<file path="src/rtl/trs_norm_pkg.sv">
package trs_norm_pkg;

    // Preamble search progress through the normalized stream
    typedef enum logic [1:0] {
        PRE_IDLE  = 2'd0,
        PRE_ONES  = 2'd1,
        PRE_ZERO1 = 2'd2
    } pre_state_e;

    // Width of the field whose value is rewritten for reserved words
    localparam int unsigned FORCED_LOW_BITS = 2;

endpackage

</file>
<file path="src/rtl/trs_input_latch.sv">
module trs_input_latch #(
    parameter int unsigned WORD_W = 10
) (
    input  logic              clk,
    input  logic              rst,
    input  logic [WORD_W-1:0] d_word,
    input  logic              d_dis,
    output logic [WORD_W-1:0] q_word,
    output logic              q_dis
);

    // Capture the parallel word and its bypass control together
    always_ff @(posedge clk) begin
        if (rst) begin
            q_word <= '0;
            q_dis  <= 1'b0;
        end else begin
            q_word <= d_word;
            q_dis  <= d_dis;
        end
    end

endmodule

</file>
<file path="src/rtl/trs_word_mapper.sv">
module trs_word_mapper #(
    parameter int unsigned WORD_W = 10,
    parameter int unsigned LOW_W  = 2
) (
    input  logic [WORD_W-1:0] raw_word,
    input  logic              bypass,
    output logic [WORD_W-1:0] norm_word,
    output logic              is_all_ones,
    output logic              is_all_zero
);

    localparam int unsigned HIGH_W = WORD_W - LOW_W;

    logic [HIGH_W-1:0] high_part;
    logic              high_zero;
    logic              high_ones;
    logic [LOW_W-1:0]  low_forced;

    assign high_part = raw_word[WORD_W-1:LOW_W];
    assign high_zero = ~|high_part;
    assign high_ones = &high_part;

    // Each low bit copies the high-part state when a reserved word is seen
    for (genvar b = 0; b < LOW_W; b++) begin : g_low
        always_comb begin
            if (bypass) begin
                low_forced[b] = raw_word[b];
            end else if (high_zero) begin
                low_forced[b] = 1'b0;
            end else if (high_ones) begin
                low_forced[b] = 1'b1;
            end else begin
                low_forced[b] = raw_word[b];
            end
        end
    end

    assign norm_word   = {high_part, low_forced};
    assign is_all_ones = !bypass && (&norm_word);
    assign is_all_zero = !bypass && (norm_word == '0);

endmodule

</file>
<file path="src/rtl/trs_preamble_fsm.sv">
module trs_preamble_fsm
    import trs_norm_pkg::*;
(
    input  logic clk,
    input  logic rst,
    input  logic bypass,
    input  logic word_ones,
    input  logic word_zero,
    output logic found
);

    pre_state_e state_q;
    pre_state_e state_d;
    logic       found_d;

    // Next state and marker decision
    always_comb begin
        state_d = PRE_IDLE;
        found_d = 1'b0;
        if (bypass) begin
            state_d = PRE_IDLE;
        end else begin
            unique case (state_q)
                PRE_IDLE: begin
                    if (word_ones) state_d = PRE_ONES;
                end
                PRE_ONES: begin
                    if (word_ones)      state_d = PRE_ONES;
                    else if (word_zero) state_d = PRE_ZERO1;
                end
                PRE_ZERO1: begin
                    if (word_ones) begin
                        state_d = PRE_ONES;
                    end else if (word_zero) begin
                        state_d = PRE_IDLE;
                        found_d = 1'b1;
                    end
                end
                default: state_d = PRE_IDLE;
            endcase
        end
    end

    // State register
    always_ff @(posedge clk) begin
        if (rst) state_q <= PRE_IDLE;
        else     state_q <= state_d;
    end

    // Output register, aligned with the output word register
    always_ff @(posedge clk) begin
        if (rst) found <= 1'b0;
        else     found <= found_d;
    end

endmodule

</file>
<file path="src/rtl/trs_word_normalizer.sv">
module trs_word_normalizer
    import trs_norm_pkg::*;
#(
    parameter int unsigned WORD_W = 10
) (
    input  logic              clk,
    input  logic              rst,
    input  logic              sync_dis,
    input  logic [WORD_W-1:0] word_in,
    output logic [WORD_W-1:0] word_out,
    output logic              preamble_flag
);

    localparam int unsigned LOW_W = FORCED_LOW_BITS;

    logic [WORD_W-1:0] lat_word;
    logic              lat_dis;
    logic [WORD_W-1:0] map_word;
    logic              map_ones;
    logic              map_zero;
    logic [WORD_W-1:0] out_q;

    trs_input_latch #(.WORD_W(WORD_W)) latch_i (
        .clk    (clk),
        .rst    (rst),
        .d_word (word_in),
        .d_dis  (sync_dis),
        .q_word (lat_word),
        .q_dis  (lat_dis)
    );

    trs_word_mapper #(.WORD_W(WORD_W), .LOW_W(LOW_W)) mapper_i (
        .raw_word    (lat_word),
        .bypass      (lat_dis),
        .norm_word   (map_word),
        .is_all_ones (map_ones),
        .is_all_zero (map_zero)
    );

    trs_preamble_fsm fsm_i (
        .clk       (clk),
        .rst       (rst),
        .bypass    (lat_dis),
        .word_ones (map_ones),
        .word_zero (map_zero),
        .found     (preamble_flag)
    );

    always_ff @(posedge clk) begin
        if (rst) out_q <= '0;
        else     out_q <= map_word;
    end

    assign word_out = out_q;

endmodule

</file>
<file path="config.mk">
export PLATFORM = sky130hd
export DESIGN_NAME = trs_word_normalizer
export DESIGN_NICKNAME = d
export VERILOG_FILES = /design/src/rtl/trs_norm_pkg.sv /design/src/rtl/trs_input_latch.sv /design/src/rtl/trs_word_mapper.sv /design/src/rtl/trs_preamble_fsm.sv /design/src/rtl/trs_word_normalizer.sv
export SDC_FILE = /design/constraint.sdc
export NUM_CORES = 1
export LEC_CHECK = 0
export ABC_AREA = 1
export BUFFER_PORTS_ARGS = -buffer_cell sky130_fd_sc_hd__buf_2
export CAP_MARGIN = 40
export CORE_MARGIN = 5
export CORE_UTILIZATION = 42
export CTS_CLUSTER_SIZE = 14
export DETAILED_ROUTE_END_ITERATION = 10
export GPL_TIMING_DRIVEN = 0
export PLACE_DENSITY = 0.68
export SETUP_SLACK_MARGIN = 0.2
export SYNTH_ARGS = -nofsm -noshare
export SYNTH_HDL_FRONTEND = slang
export SYNTH_SLANG_ARGS = --single-unit
</file>
<file path="constraint.sdc">
create_clock -name clk -period 0.85 [get_ports clk]
set_input_delay 0.17 -clock clk [delete_from_list [all_inputs] [get_ports clk]]
set_output_delay 0.17 -clock clk [all_outputs]
set_load 0.1 [all_outputs]
</file>
==> impl_metrics.yaml <==
critical_path:
  cp_num_buf_inv: 1
  crit_fanout: 1
  cp-end-kind: "output pin"
  crit_chain: "buf_12"
  reg2reg_depth: 4
  slowest_delay_ps: 370
  rrSetupSlack_ps: -90
  cp-start-kind: "flop"
  worst-setup-path-type: "reg -> out"
  cpMaxStageDelayCell: "dfxtp_4"
  critPathArrivalTime_ps: 840
  r2r_end: "word_out[0]"
  cp.required_ps: 680
  crit_family: "flip-flops"
  regToRegStartpoint: "latch_i.q_word[7]"
clock_tree:
  numCtsBuffers: 3
  path_clk_slew_ps: 130
  cts_tree: "built"
  root_buffer: "clkbuf_4"
  htreeDepth: 1
  clk_latency_ps: 310
  cts.sinks: 24
  clock_path_buffers: 2
layout:
  n_fill_cell: 120
  stdcell_count: 151
  multi_input_area_um2: 246.5
  area_growth_pct: 62.60
  fin_nets: 140
  regArea_um2: 529.3
  diodes: 0
  drive_gt1_frac: 0.5397
placement:
  dp_hpwl_um: 997.9
  io_buffers: 23
  placed_cells: 145
  place_ws_ps: -151.0
  gp_congestion: 0.7684
synthesis:
  syn-cell-area_um2: 779.5
  yosys.area_share.simple: 0.2279
  ys_top_cells_by_area: "dfxtp_1 62%, nor2_1 13%, inv_1 10%"
  yosys.area.top_type: "dfxtp_1"
  yosysWarnings: 0
  synth_ff_type: "dfxtp_1"
  synth.distinct_cells: 13
  syn-instance-count: 97
  syn_nets: 110
  postSynthAreaPerCell_um2: 8.036
  postSynth.asyncResetShare: 0
  yosysSeqAreaShare: 0.6164
  synth-compound-area-share: 0.01926
  synth_edf_count: 0
  synthTopCellsByCount: "27 x nor2_1, 24 x dfxtp_1, 21 x inv_1, 9 x nand2_1, 4 x inv_2"
  synth.top_cell.area_share: 0.6164
  ys_ff_latch: 24
  synth_top_family_by_area: "simple AND/OR/NAND/NOR gates"
  muxShareOfSynthArea: 0
  synth.most_common_cell: "nor2_1"
  synthAdderAreaFrac: 0
  synth-xor-area-share: 0
grt:
  grt_max_degree: 15
  grt_pass1_wl_um: 2539
  grt_overflow: 0
  track_usage: 0.1271
  antenna_found_initial: 0
  grt_pass1_vias: 633
timing:
  min_period_ps: 1015
  tightest_slew_ps: 174.8
  setup_slack_ps: -164.9
  fin_crit_sh: 1.194
  holdWs_ps: 43.02
  rsz0062_at_grt: "true"
  setup_violations: 16
  relSlewSlack: 0.8835
  hold_violations: 0
  max_freq_ghz: 0.9854
  fin_skew_ps: 9.223
  maxSlewViolCount: 0
floorplanning:
  start_util: 0.4466
  rows: 15
  num_io_pins: 24
  die_x_um: 53.08
  core_um2: 1745
  die_height_um: 53.08
  die_area_um2: 2817
min_path:
  hp-class: "in -> reg"
  min_to: "latch_i.q_word[9]"
  min_from: "word_in[9]"
  whs_path_depth: 3
route:
  post-route-drc-count: 0
  routed-via-count: 629
  wl_per_cell_um: 9.848
  drt_iter0_markers: 6
  postRouteAntennaNets: 0
  firstDrtPassIters: 2
  wirelength_um: 1487
  via_per_inst: 4.166
pwr:
  vdd_drop_max_v: 0.001277
  powerDensity_nw_per_um2: 1871
  p_leak_uw: 0.0005918
  finalPower_uw: 2372
run_status:
  status: "complete, but fails checks"
  violations: "negative setup slack"
job:
  maxCapViolCount: 0
power breakdown:
group	internal [uW]	switching, uW	total, uW	leakage [uW]
registers	1160	35.0	1190	0.000208
clock network	476	319	796	0.0000279
logic	145	238	383	0.000356
total	1780	593	2370	0.000592
area by class of cell:
cell class,instances,area share
plain buffers,2,0.009872
clock buffers,3,0.01777
clock inverters,1,0.02369
inverters,25,0.07601
multi-input cells,46,0.1945
flip-flops and latches,24,0.4176
well taps,25,0.02468
repair buffers,25,0.2359
cells by family (layout without fill, tap and decap cells):
group                  count (synthesis)  in the layout
and+or+nand+nor                       43             43
buffers and inverters                 27             56
DFF                                   24             24
AOI/OAI and AO/OA                      3              3
placed cells by master, fill, tap and decap left out, types with 2 or more instances in the layout:
| master | Yosys | routed |
|---|---|---|
| buf_4 | 1 | 2 |
| nand2_1 | 9 | 8 |
| nand3_2 | 1 | 2 |
| o21ai_2 | 0 | 2 |
| buf_2 | 1 | 13 |
| dfxtp_2 | 0 | 9 |
| inv_2 | 4 | 3 |
| nor2_2 | 2 | 6 |
| clkbuf_4 | 0 | 3 |
| nor2_1 | 27 | 23 |
| dfxtp_1 | 24 | 5 |
| dfxtp_4 | 0 | 10 |
| inv_1 | 21 | 21 |
| buf_12 | 0 | 11 |
routing by layer:
layer | up-vias | track usage | wire [um]
met5 | - | 0 | 0
met4 | 0 | 0.08511 | 21
met3 | 2 | 0.03380 | 72
met2 | 13 | 0.2293 | 814
met1 | 281 | 0.1252 | 579
li1 | 333 | - | -
stage by stage:
step	utilization	TNS (ps)	instance area [um^2]
2_1_floorplan	-	0	820.8
3_3_place_gp	0.5541	-668.0	967.2
3_5_place_dp	0.5541	-818.4	967.2
4_1_cts	0.7075	-2203	1235
5_1_grt	0.7262	-2841	1267
6_report	0.7262	-2048	1267
worst max path at each step:
stage	from	end	slack, ps	cells past startpoint
after floorplan	latch_i.q_word[6]	word_out[0]	9	4
after global placement	latch_i.q_word[9]	word_out[1]	-110	4
after detailed placement	latch_i.q_word[6]	word_out[0]	-150	4
after CTS	word_out[7]	word_out[7]	-180	1
after global routing	word_out[4]	word_out[4]	-210	1
final	word_out[6]	word_out[6]	-160	1
worst min-delay path: stages:
cell and delay, ps:
buf_2 90, inv_1 40, nor2_1 30
flip-flops by register name, indices dropped and copies added (netlist names):
| signal | cells |
|---|---|
| word_out | 10 |
| fsm_i.state_q | 2 |
| fsm_i.found | 1 |
| latch_i.q_word | 10 |
| latch_i.q_dis | 1 |
repair_timing:
item,4_1_cts,5_1_grt
buffers inserted,1,1
hold buffers,0,0
pin swaps,6,4
resized for setup,59,7
setup endpoints to repair,16,16
endpoints found under the hold margin,0,0
(Power assumes the default switching activity.)
